$ cat src/rtl/spimf_pkg.sv
package spimf_pkg;
    typedef enum logic [2:0] {
        CMD_BAD, CMD_LSET, CMD_LCLR, CMD_RSTAT, CMD_WSTAT, CMD_RARR, CMD_WARR
    } cmd_e;

    typedef enum logic [2:0] {
        PH_IDLE, PH_OPC, PH_ADDR, PH_RDOUT, PH_WRDATA, PH_STWR, PH_IGNORE
    } phase_e;
endpackage

$ cat src/rtl/spimf_sync.sv
module spimf_sync #(
    parameter int W = 4,
    parameter logic [W-1:0] RST_VAL = '0
) (
    input  logic         clk,
    input  logic         rst_n,
    input  logic [W-1:0] d,
    output logic [W-1:0] q
);
    logic [W-1:0] meta_q;
    logic [W-1:0] sync_q;

    always_ff @(posedge clk or negedge rst_n) begin
        if (!rst_n) begin
            meta_q <= RST_VAL;
            sync_q <= RST_VAL;
        end else begin
            meta_q <= d;
            sync_q <= meta_q;
        end
    end

    assign q = sync_q;
endmodule

$ cat src/rtl/spimf_opdec.sv
module spimf_opdec
    import spimf_pkg::*;
(
    input  logic [7:0] op,
    output cmd_e       cmd
);
    always_comb begin
        cmd = CMD_BAD;
        if (op[7:4] == 4'b0000) begin
            unique case (op[2:0])
                3'b110:  cmd = CMD_LSET;
                3'b100:  cmd = CMD_LCLR;
                3'b101:  cmd = CMD_RSTAT;
                3'b001:  cmd = CMD_WSTAT;
                3'b011:  cmd = CMD_RARR;
                3'b010:  cmd = CMD_WARR;
                default: cmd = CMD_BAD;
            endcase
        end
    end
endmodule

$ cat src/rtl/spi_mem_front.sv
module spi_mem_front
    import spimf_pkg::*;
#(
    parameter int ADDR_W = 16,
    parameter int PAGE_W = 6
) (
    input  logic              clk,
    input  logic              rst_n,
    input  logic              spi_sck,
    input  logic              spi_si,
    input  logic              spi_cs_n,
    input  logic              spi_hold_n,
    output logic              spi_so,
    output logic              spi_so_oe,
    input  logic              wr_busy,
    input  logic [7:0]        status_in,
    output logic              latch_set,
    output logic              latch_clr,
    output logic              status_wr,
    output logic [7:0]        status_wr_data,
    output logic              rd_req,
    output logic [ADDR_W-1:0] rd_addr,
    input  logic [7:0]        rd_data,
    output logic              page_ld,
    output logic [ADDR_W-1:0] page_addr,
    output logic [7:0]        page_data,
    output logic              wr_commit,
    output logic              wr_abort
);
    localparam int CNT_W = $clog2(ADDR_W > 8 ? ADDR_W : 8);
    localparam logic [CNT_W-1:0] BYTE_END = CNT_W'(7);
    localparam logic [CNT_W-1:0] ADDR_END = CNT_W'(ADDR_W - 1);
    localparam logic [CNT_W-1:0] CNT_ONE  = CNT_W'(1);

    typedef struct packed {
        phase_e              phase;
        cmd_e                cmd;
        logic [CNT_W-1:0]    cnt;
        logic [7:0]          sh;
        logic [ADDR_W-1:0]   addr;
        logic [7:0]          obuf;
        logic                drive;
        logic                load_pend;
        logic                paused;
        logic                sck_prev;
        logic                cs_prev;
        logic                got;
        logic [7:0]          st_data;
        logic                lset;
        logic                lclr;
        logic                stwr;
        logic                rreq;
        logic                pld;
        logic                commit;
        logic                abort;
        logic [ADDR_W-1:0]   pg_addr;
        logic [7:0]          pg_data;
        logic                so_en;
    } state_t;

    state_t q, n;

    // synchronised inputs: {hold, cs, si, sck}
    logic [3:0] pins_s;
    logic       sck_s, si_s, cs_s, hold_s;

    spimf_sync #(.W(4), .RST_VAL(4'b1100)) i_sync (
        .clk   (clk),
        .rst_n (rst_n),
        .d     ({spi_hold_n, spi_cs_n, spi_si, spi_sck}),
        .q     (pins_s)
    );

    assign sck_s  = pins_s[0];
    assign si_s   = pins_s[1];
    assign cs_s   = pins_s[2];
    assign hold_s = pins_s[3];

    logic [7:0] in_byte;
    cmd_e       dec_cmd;

    assign in_byte = {q.sh[6:0], si_s};

    spimf_opdec i_dec (
        .op  (in_byte),
        .cmd (dec_cmd)
    );

    logic rise, fall;
    assign rise = sck_s & ~q.sck_prev & ~q.paused;
    assign fall = ~sck_s & q.sck_prev & ~q.paused;

    always_comb begin
        n          = q;
        n.lset     = 1'b0;
        n.lclr     = 1'b0;
        n.stwr     = 1'b0;
        n.rreq     = 1'b0;
        n.pld      = 1'b0;
        n.commit   = 1'b0;
        n.abort    = 1'b0;
        n.sck_prev = sck_s;
        n.cs_prev  = cs_s;

        if (cs_s) begin
            // select released: settle pending writes, then go quiet
            if (!q.cs_prev) begin
                if (q.phase == PH_WRDATA) begin
                    if (q.got && q.cnt == '0) n.commit = 1'b1;
                    else                      n.abort  = 1'b1;
                end else if (q.phase == PH_STWR) begin
                    if (q.got && q.cnt == '0) n.stwr = 1'b1;
                end
            end
            n.phase     = PH_IDLE;
            n.drive     = 1'b0;
            n.load_pend = 1'b0;
            n.paused    = 1'b0;
        end else if (q.cs_prev) begin
            // select just fell: new frame
            n.phase     = PH_OPC;
            n.cnt       = '0;
            n.got       = 1'b0;
            n.drive     = 1'b0;
            n.load_pend = 1'b0;
            n.paused    = 1'b0;
        end else begin
            if (q.paused) n.paused = ~(hold_s & ~sck_s);
            else          n.paused = ~hold_s & ~sck_s;

            if (rise) begin
                unique case (q.phase)
                    PH_OPC: begin
                        n.sh  = in_byte;
                        n.cnt = q.cnt + CNT_ONE;
                        if (q.cnt == BYTE_END) begin
                            n.cnt = '0;
                            n.cmd = dec_cmd;
                            if (wr_busy && dec_cmd != CMD_RSTAT) begin
                                n.phase = PH_IGNORE;
                            end else begin
                                unique case (dec_cmd)
                                    CMD_LSET:  begin n.lset = 1'b1; n.phase = PH_IGNORE; end
                                    CMD_LCLR:  begin n.lclr = 1'b1; n.phase = PH_IGNORE; end
                                    CMD_RSTAT: begin n.phase = PH_RDOUT; n.load_pend = 1'b1; end
                                    CMD_WSTAT: n.phase = PH_STWR;
                                    CMD_RARR:  n.phase = PH_ADDR;
                                    CMD_WARR:  n.phase = PH_ADDR;
                                    default:   n.phase = PH_IGNORE;
                                endcase
                            end
                        end
                    end
                    PH_ADDR: begin
                        n.addr = {q.addr[ADDR_W-2:0], si_s};
                        n.cnt  = q.cnt + CNT_ONE;
                        if (q.cnt == ADDR_END) begin
                            n.cnt = '0;
                            if (q.cmd == CMD_RARR) begin
                                n.phase     = PH_RDOUT;
                                n.rreq      = 1'b1;
                                n.load_pend = 1'b1;
                            end else begin
                                n.phase = PH_WRDATA;
                            end
                        end
                    end
                    PH_RDOUT: begin
                        n.cnt = q.cnt + CNT_ONE;
                        if (q.cnt == BYTE_END) begin
                            n.cnt       = '0;
                            n.load_pend = 1'b1;
                            if (q.cmd == CMD_RARR) n.rreq = 1'b1;
                        end
                    end
                    PH_WRDATA: begin
                        n.sh  = in_byte;
                        n.cnt = q.cnt + CNT_ONE;
                        if (q.cnt == BYTE_END) begin
                            n.cnt     = '0;
                            n.pld     = 1'b1;
                            n.pg_data = in_byte;
                            n.pg_addr = q.addr;
                            n.addr[PAGE_W-1:0] = q.addr[PAGE_W-1:0] + PAGE_W'(1);
                            n.got     = 1'b1;
                        end
                    end
                    PH_STWR: begin
                        n.sh  = in_byte;
                        n.cnt = q.cnt + CNT_ONE;
                        if (q.cnt == BYTE_END) begin
                            n.cnt = '0;
                            if (!q.got) begin
                                n.st_data = in_byte;
                                n.got     = 1'b1;
                            end
                        end
                    end
                    default: ;
                endcase
            end else if (fall && q.phase == PH_RDOUT) begin
                if (q.load_pend) begin
                    n.obuf      = (q.cmd == CMD_RARR) ? rd_data : status_in;
                    n.drive     = 1'b1;
                    n.load_pend = 1'b0;
                    if (q.cmd == CMD_RARR) n.addr = q.addr + ADDR_W'(1);
                end else if (q.drive) begin
                    n.obuf = {q.obuf[6:0], 1'b0};
                end
            end
        end

        n.so_en = n.drive & ~n.paused;
    end

    always_ff @(posedge clk or negedge rst_n) begin
        if (!rst_n) begin
            q         <= '0;
            q.cs_prev <= 1'b1;
        end else begin
            q <= n;
        end
    end

    // signals exposed for the bound checker
    logic pause_q;
    assign pause_q = q.paused;

    assign spi_so         = q.obuf[7];
    assign spi_so_oe      = q.so_en;
    assign latch_set      = q.lset;
    assign latch_clr      = q.lclr;
    assign status_wr      = q.stwr;
    assign status_wr_data = q.st_data;
    assign rd_req         = q.rreq;
    assign rd_addr        = q.addr;
    assign page_ld        = q.pld;
    assign page_addr      = q.pg_addr;
    assign page_data      = q.pg_data;
    assign wr_commit      = q.commit;
    assign wr_abort       = q.abort;
endmodule

$ cat config.mk
export PLATFORM = sky130hd
export DESIGN_NAME = spi_mem_front
export DESIGN_NICKNAME = d
export VERILOG_FILES = /design/src/rtl/spimf_pkg.sv /design/src/rtl/spimf_sync.sv /design/src/rtl/spimf_opdec.sv /design/src/rtl/spi_mem_front.sv
export SDC_FILE = /design/constraint.sdc
export NUM_CORES = 1
export LEC_CHECK = 0
export ABC_AREA = 1
export BUFFER_PORTS_ARGS = -buffer_cell sky130_fd_sc_hd__buf_2
export CORE_UTILIZATION = 25
export DETAILED_ROUTE_END_ITERATION = 6
export PLACE_DENSITY = 0.5
export SKIP_LAST_GASP = 1
export SLEW_MARGIN = 20
export SYNTH_ARGS = -nofsm -noshare
export SYNTH_HDL_FRONTEND = slang
export SYNTH_SLANG_ARGS = --single-unit
$ cat constraint.sdc
create_clock -name clk -period 4.4 [get_ports clk]
set_clock_uncertainty 0.15 [all_clocks]
set_input_delay 0.22 -clock clk [delete_from_list [all_inputs] [get_ports clk]]
set_output_delay 0.22 -clock clk [all_outputs]
set_load 0.02 [all_outputs]
# Yosys cells after proc, flatten, opt, wreduce, memory -nomap -nowiden
# Cells that the tools add are included.
dict set report totals {
  ff_bits 96
  elab_cells 181
  input_bits 23
  output_inout_bits 57
}
dict set report classes {
  eq_ne 35
  n_reduce_logical 29
  add_sub_neg 3
  bitwise 17
  n_mux 71
}
# operator n
set ops {}
lappend ops {{$mux 16} 3}
lappend ops {{$mux 8} 6}
lappend ops {{$eq 3x3->1 const B} 9}
lappend ops {{$mux 3} 9}
lappend ops {{$mux 26} 1}
lappend ops {{$ne 5x4->1 const B} 5}
lappend ops {{$mux 2} 12}
lappend ops {{$mux 1} 23}
lappend ops {{$mux 10} 2}
lappend ops {{$reduce_and 5->1} 4}
lappend ops {{$eq 3x2->1 const B} 6}
lappend ops {{$mux 18} 1}
lappend ops {{$pmux 3 s6} 1}
lappend ops {{$add 16x1->16 const B} 1}
lappend ops {{$mux 4} 3}
lappend ops {{$ne 3x2->1 const B} 4}
lappend ops {{$pmux 4 s3} 1}
lappend ops {{$pmux 6 s2} 1}
lappend ops {{$reduce_and 6->1} 2}
lappend ops {{$reduce_bool 4->1} 3}
lappend ops {{$mux 11} 1}
lappend ops {{$not 1->1} 10}
lappend ops {{$reduce_bool 2->1} 5}
lappend ops {{$eq 3x1->1 const B} 3}
lappend ops {{other kinds (25)} 39}

# Depth between registers and ports, before layout
# Gate-level depths: netlist of the first run.
dict set report logic_depth {
  word_depth 13
  depth_mapped 11
  mapped_depth_nobuf 11
}

# Cells and area by module
# A second synthesis of the first run with hierarchy kept.
dict set report unflattened {
  hier_cells 648
  hier_area_um2 5021.1
}
# mod area_per_inst_um2 cells_each n_inst seq_area_each_um2
set by_module_without_submodules {}
lappend by_module_without_submodules {spi_mem_front 4734.5 623 1 2178.3}
lappend by_module_without_submodules {spimf_sync 205.2 8 1 205.2}
lappend by_module_without_submodules {spimf_opdec 81.3 17 1 0.0}

# Worst setup path before layout of the first run
# No wires, ideal clock.
dict set report synth_path {
  path_type {flip-flop to flip-flop}
  startpoint {register q[78] (netlist bit)}
  endpoint {register q (netlist bit page_addr[12])}
  setup_ps 121
  stages_incl_launch_ff 9
  path_slack_ps 2764
  t_required_ps 4129
  synth_period_minus_slack_ps 1636
  path_buffers 2
  arrival_ps 1366
  path_cell_list {dfrtp_1 > ha_1 > nand3_1 > nor2_4 > nand2_2 > buf_6 > buf_6 > nand2_1 > o21ai_1}
}
dict set report synth_via {
  elab_chain_cells 2
}
# item line_no
set synth_lines {}
lappend synth_lines {{start: declaration} spi_mem_front.sv:61} ;# state_t q, n;
lappend synth_lines {{start signal: assignment} spi_mem_front.sv:221} ;# q <= n;
lappend synth_lines {{$eq 4x3->1} spi_mem_front.sv:179} ;# if (q.cnt == BYTE_END) begin
lappend synth_lines {{$reduce_and 5->1 (no line)} --}
# Every way passes these cells.
# A chain may end at the register's enable or synchronous reset.

# Final worst setup path of the first run
dict set report layout_path {
  startpoint {register q[79] (netlist bit)}
  endpoint {register q (netlist bit page_addr[1])}
}
# The elaborated chain is that of the path after synthesis.

==> run summary, run 1 <==
outcome = complete, no violations
H-tree Lvls = 3
final WL = 11700 um
clk slew on worst S/H paths = 70 ps
core area = 19500 um^2
pwr dens = 332 nW/um^2
cts repair resizes = 0
Synth Area in Simple Gates = 25.2%
clock period minus worst slack = 2190 ps
# diodes = 0
Max Freq = 456 MHz
Hold Vio Cnt, Final = 0
synthesized area = 5010 um^2
post-synthesis async set-or-reset flop share = 100%
RSZ-0062 raised after global routing = false
setup bufs post-CTS = 0
critical setup path kind = reg2reg
gpl congestion = 0.814
Leakage = 2.77 nW
die extent in x = 144 um
1st-pass router iterations = 6
Final setup viols = 0
gr ovfl total = 0
Post-Route M1 WL = 5710 um
Setup TNS Final = 0 ps
sequential fraction of the synthesis area = 47.6%
EDFF count, synth = 0
Fill cells = 2164
post-synthesis adder-cell area fraction = 0.749%
Post-Syn Nets = 650
NumNets Final = 684
worst-skew pair later-pin latency = 350 ps
worst-margin pin slew = 903 ps
arrival time at the worst endpoint = 2290 ps
clk sink count = 95
fin. max-slew vios = 0
Unique masters post-synth = 37
CTS root buffer = clkbuf_16
vias in the first global route = 3769
mux cell area share after synthesis = 0%
crit path max fanout = 49
Final Cycle Share = 49.8%
Iter 0 DRT Violations = 220
area grow syn2layout = 12.9%
TritonCTS buffer count = 9
PortBufs = 79
VDD IR max = 161 uV
vias = 3965
#FFs+latches synth = 95
max_cap viols = 0
std cell rows = 51
initial antenna violation count = 0
synthesized instance count = 624
Die Area = 20600 um^2
wire length per cell = 12.7 um
vias per cell = 4.28
# DRC = 0
sw frac = 24.0%
Main synth FF type = dfrtp_1
Setup crit start kind = flip-flop
first-pass GRT wire length = 19500 um
topmost layer with routed signal wires = met4
Worst Hold Class = in2reg
share of layout cells above drive strength 1 = 19.8%
post-route ant nets = 0
DP HPWL = 8720 um
CTS Buffer Depth = 2
Pint = 1.43 mW
net switching power = 0.450 mW
# hold bufs at CTS = 5
Crit. End Element = flip-flop
Initial Util = 25.7%
largest net degree at the start of global routing = 52
YS warnings = 0
share of total power in combinational logic = 6.5%
Clock Power Share = 45.1%
Worst EP required = 4500 ps
Die Y = 144 um
num ports = 80
compound-gate portion of the synthesized area = 12.1%
max_slew headroom = 39.6%
Seq pwr share = 48.4%
Avg Cell Area, Syn = 8.03 um^2
final total power = 1.88 mW
largest family of logic cells by synthesized area = simple AND/OR/NAND/NOR gates
CTS tree = yes
DR WL met2 = 5240 um
Detail Route met3 WL = 571 um
XOR/XNOR Fraction of Synth Area = 0.874%
GRT Resource Usage Total = 12.4%
-- final cells by class --
type / count / area, um^2 / share of cell area (%)
sequential: 95 / 2380 / 42.1
tap: 265 / 332 / 5.86
clock inverter: 6 / 93.8 / 1.66
timing repair buffer: 85 / 455 / 8.05
multi-input combinational: 409 / 1950 / 34.5
clock buffer: 9 / 225 / 3.98
inverter: 58 / 218 / 3.85
-- critical path, cell delays in order (launching register included) --
cell and delay (ps):
dfrtp_1 370, ha_1 220, nand3_1 280, nor2_4 230, nand2_2 470, o21ai_0 350
-- power groups by stage --
stage / Sequential, mW / Clock, mW / Combinational (mW)
finish: 0.909 / 0.848 / 0.122
global route: 0.912 / 0.911 / 0.147
CTS: 0.909 / 0.882 / 0.125
detailed placement: 0.926 / 0 / 0.121
global placement: 0.926 / 0 / 0.122
floorplan: 0.919 / 0 / 0.0781
-- sequential cells by signal, indices dropped and copies added (netlist names), 4 cells and up --
register and flops:
i_sync.q 4, q 22, in_byte 7, page_data 8, i_sync.meta_q 4, rd_addr 16
page_addr 16, status_wr_data 8
-- worst paths after layout --
check,end,slack [ps],cells after the start,start
setup / recovery,page_addr[1]$_DFFE_PN0P_,2210,5,q[79]$_DFFE_PN0P_
hold / removal,q[46]$_DFFE_PN0P_,60,3,rd_data[0]
setup reg to reg,page_addr[1]$_DFFE_PN0P_,2210,5,q[79]$_DFFE_PN0P_
hold reg to reg,i_sync.q[1]$_DFF_PN0_,200,0,i_sync.meta_q[1]$_DFF_PN0_
max in group asynchronous,q[82]$_DFFE_PN0P_,2770,3,rst_n
min in group asynchronous,spi_so_oe$_DFF_PN0_,290,2,rst_n
-- through the flow --
| step | instances | instance area (um^2) | util (%) | setup WS (ps) | hold slack (ps) |
|---|---|---|---|---|---|
| after global routing | 927 | 5660 | 29.0 | 1900 | 56.1 |
| after floorplan | 624 | 5010 | - | 2760 | -226 |
| after global placement | 907 | 5290 | 27.1 | 2230 | 160 |
| after CTS | 927 | 5660 | 29.0 | 2150 | 49.6 |
| final | 927 | 5660 | 29.0 | 2210 | 63.7 |
| after detailed placement | 907 | 5290 | 27.1 | 2170 | 166 |
-- layer usage --
| layer | track usage [%] | up-vias |
|---|---|---|
| met3 | 2.70 | 13 |
| met2 | 19.0 | 102 |
| li1 | - | 2034 |
| met5 | 0 | - |
| met4 | 4.48 | 0 |
| met1 | 17.0 | 1816 |
-- cells in the final DEF (no fill, tap or decap), types with 3 or more instances in the layout --
master	count
a21oi_1	22
a31oi_1	6
buf_2	78
clkbuf_16	9
dfrtp_1	90
dfstp_2	5
dlygate4sd3_1	5
ha_1	3
inv_1	53
inv_2	5
nand2_1	136
nand2_2	7
nand2_4	3
nand3_1	38
nand4_1	7
nor2_1	85
nor2_4	4
nor3_1	3
o21ai_0	50
o21ai_1	18
o21ai_2	6
xor2_1	5
-- cell usage after synthesis, drive strengths merged, types with 2 or more instances --
| cell | count | share of area [%] |
|---|---|---|
| dfrtp | 90 | 45 |
| xor2 | 5 | 0.87 |
| nand4 | 7 | 0.87 |
| o211ai | 2 | 0.30 |
| nor4 | 2 | 0.25 |
| nand2 | 146 | 12 |
| nor3 | 4 | 0.62 |
| ha | 3 | 0.75 |
| dfstp | 5 | 2.6 |
| a21oi | 23 | 2.4 |
| inv | 58 | 4.3 |
| o21ai | 74 | 7.8 |
| nand3 | 39 | 4.0 |
| buf | 59 | 8.9 |
| a31oi | 7 | 1.0 |
| clkbuf | 3 | 0.25 |
| and2 | 2 | 0.25 |
| nor2 | 91 | 7.5 |
-- kinds of logic (layout without fill, tap and decap cells) --
logic type                 count (synthesis)  in the layout
AOI/OAI and AO/OA                        110            110
xor gates and xnor gates                   5              5
adders and majority gates                  3              3
buffers and inverters                    120            158
DFF                                       95             95
and+or+nand+nor                          291            291
No activity file was read; power rests on OpenSTA's default activity.
==> run 2, diff against run 1 <==
==> constraint.sdc (replaced) <==
create_clock -name clk -period 2.1 [get_ports clk]
set_clock_uncertainty 0.15 [all_clocks]
set_input_delay 0.105 -clock clk [delete_from_list [all_inputs] [get_ports clk]]
set_output_delay 0.105 -clock clk [all_outputs]
set_load 0.02 [all_outputs]
==> run summary, run 2 (synthesis gave the netlist of run 1 again) <==
Finished Layout Cells = 944 (+1.8%)
clock period minus worst slack = 1860 ps (-330 ps)
most flop-heavy register = q
Setup TNS Final = 0 ps (unchanged)
PortBufs = 79 (unchanged)
std cell rows = 51 (unchanged)
outcome = complete, no violations
placed cells = 915 (+0.88%)
Worst Hold Class = in2reg
max reg flops = 22 (unchanged)
initial antenna violation count = 0 (unchanged)
vias = 4022 (+1.4%)
CTS root buffer = clkbuf_16
post-route setup slack = 238 ps (-1970 ps)
pwr dens = 666 nW/um^2 (+100%)
Die Area = 20600 um^2 (unchanged)
# DRC = 0 (unchanged)
Max Freq = 537 MHz (+18%)
NumNets Final = 700 (+2.3%)
worst-skew pair later-pin latency = 350 ps (about the same)
die extent in x = 144 um (unchanged)
largest net degree at the start of global routing = 50 (-3.8%)
leading cell type in the layout, fill and taps excluded = nand2_1
CTS Buffer Depth = 2 (unchanged)
Final Cycle Share = 88.7% (+39 points)
Initial Util = 25.7% (unchanged)
core area = 19500 um^2 (unchanged)
Reg2Reg Depth = 7 (+2)
setup bufs post-CTS = 0 (unchanged)
post-route ant nets = 0 (unchanged)
Worst EP required = 2220 ps (-2280 ps)
wire length per cell = 12.7 um (+0.29%)
CTS tree = yes
area grow syn2layout = 15.9%
post-place setup slack = 227 ps (-1950 ps)
num ports = 80 (unchanged)
Fill cells = 2172 (+0.37%)
H-tree Lvls = 3 (unchanged)
DP HPWL = 8880 um (+1.8%)
arrival time at the worst endpoint = 1980 ps (-310 ps)
TritonCTS buffer count = 9 (unchanged)
Setup crit start kind = flip-flop
first-pass GRT wire length = 19700 um (+1.2%)
hold path depth = 5 (+2)
clk slew on worst S/H paths = 60 ps (about the same)
share of layout cells above drive strength 1 = 20.3% (+0.54 points)
critical setup path kind = reg2reg
gpl congestion = 0.831 (+2.0%)
max_slew headroom = 67.4% (+28 points)
Iter 0 DRT Violations = 207 (-5.9%)
# diodes = 0 (unchanged)
Post-Route Utilization = 29.7% (+0.75 points)
max_cap viols = 0 (unchanged)
GRT Resource Usage Total = 12.5% (+0.079 points)
Hold Vio Cnt, Final = 0 (unchanged)
highest-count cells in the layout ignoring fill and taps = nand2_1 (136), dfrtp_1 (90), nor2_1 (85)
worst-margin pin slew = 490 ps (-413 ps)
clk sink count = 95 (unchanged)
final WL = 12000 um (+2.1%)
Leakage = 2.84 nW (+2.4%)
vias per cell = 4.26 (-0.39%)
Die Y = 144 um (unchanged)
Final Instance Area = 5810 um^2 (+2.6%)
VDD IR max = 280 uV (+74%)
vias in the first global route = 3706 (-1.7%)
RSZ-0062 raised after global routing = false
final total power = 3.86 mW (+110%)
gr ovfl total = 0 (unchanged)
Final setup viols = 0 (unchanged)
fin. max-slew vios = 0 (unchanged)
Crit. End Element = flip-flop
Area after DPL = 5380 um^2 (+1.6%)
1st-pass router iterations = 4 (-2)
worst hold slack = 9.74 ps (-54.0 ps)
crit path max fanout = 16 (-67%)
[run 2: changes by cell type in the layout (fill, tap and decap cells not counted), sizes merged, moves of 2 or more]
cell         before  now
clkinvlp          0    2
clkinv            2    0
dlygate4sd3       5   13
clkbuf            9   12
buf              80   88
[run 2: timing repair]
item                      4_1_cts  5_1_grt
hold endpoints to repair       46        0
resized for setup               0        0
hold buffers                   13        0
[run 2: worst max-delay path, cell delays in order, from the launching register on]
cell and delay [ps]:
dfrtp_1 400, inv_1 50, nand3_1 370, nand2_1 190
nor3_4 190, buf_4 220, nor2_1 60, a31oi_1 140
[run 2: path summary, 6_finish.rpt]
path	start	to	slack (ps)
max in group asynchronous	rst_n	i_sync.meta_q[2]$_DFF_PN1_	1040
hold / removal	rd_data[3]	q[49]$_DFFE_PN0P_	10
hold reg to reg	i_sync.meta_q[1]$_DFF_PN0_	i_sync.q[1]$_DFF_PN0_	200
setup / recovery	q[42]$_DFF_PN0_	q[47]$_DFFE_PN0P_	240
min in group asynchronous	rst_n	rd_addr[9]$_DFFE_PN0P_	100
setup reg to reg	q[42]$_DFF_PN0_	q[47]$_DFFE_PN0P_	240
[run 2: power by group]
group          switching [mW]  internal [mW]
registers              0.0417           1.87
logic                   0.183         0.0949
clock network           0.718          0.961
[run 2: area by class of cell]
cell class	count	area, um^2	area share [%]
clock buffers	12	246	4.25
clock inverters	4	53.8	0.927
inverters	58	218	3.75
multi-input cells	409	1950	33.6
flip-flops and latches	95	2380	41.1
well taps	265	332	5.71
repair buffers	101	621	10.7
[run 2: layer usage]
metal	GRT usage (%)	wire (um)	share of wire, %
met1	17.8	6130	51
met2	18.0	5220	44
met3	2.20	399	3.3
met4	5.94	238	2.0
met5	0	0	0
==> run 3, diff against run 2 <==
==> constraint.sdc (replaced) <==
create_clock -name clk -period 2.3 [get_ports clk]
set_clock_uncertainty 0.15 [all_clocks]
set_input_delay 0.115 -clock clk [delete_from_list [all_inputs] [get_ports clk]]
set_output_delay 0.115 -clock clk [all_outputs]
set_load 0.02 [all_outputs]
==> run summary, run 3 (synthesis gave the netlist of run 1 again) <==
die extent in x = 144 um (unchanged)
vias per cell = 4.27 (+0.26%)
Hold Path Sink = q[50]$_DFFE_PN0P_
FF/Latch Area = 2380 um^2 (unchanged)
CTS root buffer = clkbuf_16
most flop-heavy register = q
post-route ant nets = 0 (unchanged)
worst reg2reg setup slack = 300 ps (+60 ps)
CTS tree = yes
VDD IR max = 348 uV (+24%)
area grow syn2layout = 15.4%
Setup TNS Final = 0 ps (unchanged)
PortBufs = 79 (unchanged)
outcome = complete, no violations
NumNets Final = 698 (-0.29%)
core area = 19500 um^2 (unchanged)
Final Cycle Share = 86.9% (-1.8 points)
Setup crit start kind = flip-flop
cts repair resizes = 0 (unchanged)
hold path depth = 5 (unchanged)
Die Area = 20600 um^2 (unchanged)
H-tree Lvls = 3 (unchanged)
clock period minus worst slack = 2000 ps (+136 ps)
Reg2Reg Depth = 6 (-1)
gr ovfl total = 0 (unchanged)
Worst Hold Class = in2reg
critical setup path kind = reg2reg
# diodes = 0 (unchanged)
Die Y = 144 um (unchanged)
# DRC = 0 (unchanged)
Max Freq = 500 MHz (-6.8%)
Reg2Reg Capture Point = rd_addr[3]$_DFFE_PN0P_
DP HPWL = 9030 um (+1.7%)
vias = 4024 (+0.050%)
Crit. End Element = flip-flop
num ports = 80 (unchanged)
Leakage = 2.82 nW (-0.71%)
largest net degree at the start of global routing = 50 (unchanged)
first-pass GRT wire length = 20400 um (+3.4%)
clk slew on worst S/H paths = 70 ps (about the same)
worst-skew pair later-pin latency = 360 ps (about the same)
fin. max-slew vios = 0 (unchanged)
max reg flops = 22 (unchanged)
Final setup viols = 0 (unchanged)
highest-count cells in the layout ignoring fill and taps = nand2_1 (136), dfrtp_1 (90), nor2_1 (85)
Worst EP required = 2420 ps (+200 ps)
max_slew headroom = 48.0% (-19 points)
crit path max fanout = 9 (-7)
TritonCTS buffer count = 9 (unchanged)
final total power = 3.49 mW (-9.8%)
RSZ-0062 raised after global routing = false
leading cell type in the layout, fill and taps excluded = nand2_1
Initial Util = 25.7% (unchanged)
CTS Buffer Depth = 2 (unchanged)
setup bufs post-CTS = 0 (unchanged)
GRT Resource Usage Total = 12.8% (+0.39 points)
area occupied by multi-input gates = 1950 um^2 (unchanged)
final WL = 12200 um (+1.8%)
max_cap viols = 0 (unchanged)
std cell rows = 51 (unchanged)
arrival time at the worst endpoint = 2110 ps (+130 ps)
Fill cells = 2151 (-0.97%)
1st-pass router iterations = 5 (+1)
# hold bufs at CTS = 14 (+1)
pwr dens = 603 nW/um^2 (-9.4%)
share of layout cells above drive strength 1 = 20.2% (-0.088 points)
initial antenna violation count = 0 (unchanged)
Hold Vio Cnt, Final = 0 (unchanged)
Iter 0 DRT Violations = 254 (+23%)
worst-margin pin slew = 777 ps (+287 ps)
wire length per cell = 12.9 um (+2.0%)
RR Startpoint = q[85]$_DFFE_PN0P_
clk sink count = 95 (unchanged)
Hold Path Origin = rd_data[4]
gpl congestion = 0.849 (+2.2%)
vias in the first global route = 3917 (+5.7%)
## run 3: worst max-delay path by stage
| stage | start | to | slack, ps | depth (start not counted) |
|---|---|---|---|---|
| final | q[85]$_DFFE_PN0P_ | rd_addr[3]$_DFFE_PN0P_ | 300 | 6 |
| after global routing | q[85]$_DFFE_PN0P_ | rd_addr[3]$_DFFE_PN0P_ | 120 | 6 |
| after CTS | q[85]$_DFFE_PN0P_ | rd_addr[3]$_DFFE_PN0P_ | 280 | 6 |
| after detailed placement | q[85]$_DFFE_PN0P_ | rd_addr[3]$_DFFE_PN0P_ | 310 | 6 |
| after global placement | q[85]$_DFFE_PN0P_ | rd_addr[3]$_DFFE_PN0P_ | 310 | 6 |
| after floorplan | q[78]$_DFFE_PN0P_ | page_addr[13]$_DFFE_PN0P_ | 660 | 8 |
## run 3: routing by layer
metal	share of wire, %	global-route usage [%]	routed length (um)
met5	0	0	0
met4	0.69	3.19	84
met3	4.9	3.53	600
met2	45	19.5	5550
met1	49	17.9	5970
## run 3: area by class of cell
type	instances	area share, %
Tap cell	265	5.73
Clock buffer	9	3.90
Timing Repair Buffer	99	10.3
Sequential cell	95	41.2
Multi-Input combinational cell	409	33.8
Clock inverter	7	1.32
Inverter	58	3.77
## run 3: worst max-delay path, cell delays in order (launching register included)
cell	delay (ps)
dfrtp_1	520
nand3_2	130
nor2_1	620
nor2_1	190
nor2_1	120
o21ai_0	70
o21ai_0	90
## run 3: report_power, final
part / switching (mW) / internal [mW]
clock network: 0.720 / 0.767
registers: 0.0360 / 1.70
logic: 0.174 / 0.0858
total: 0.931 / 2.56
## run 3: metrics by stage
| step | setup slack [ps] | cells | util [%] | area, um^2 | hold WS [ps] |
|---|---|---|---|---|---|
| 3_5_place_dp | 314 | 912 | 27.3 | 5340 | 35.5 |
| 6_report | 302 | 942 | 29.6 | 5780 | 20.0 |
| 5_1_grt | 119 | 942 | 29.6 | 5780 | 46.2 |
| 2_1_floorplan | 664 | 624 | - | 5010 | -331 |
| 3_3_place_gp | 309 | 912 | 27.3 | 5340 | 33.2 |
| 4_1_cts | 281 | 942 | 29.6 | 5780 | 12.6 |
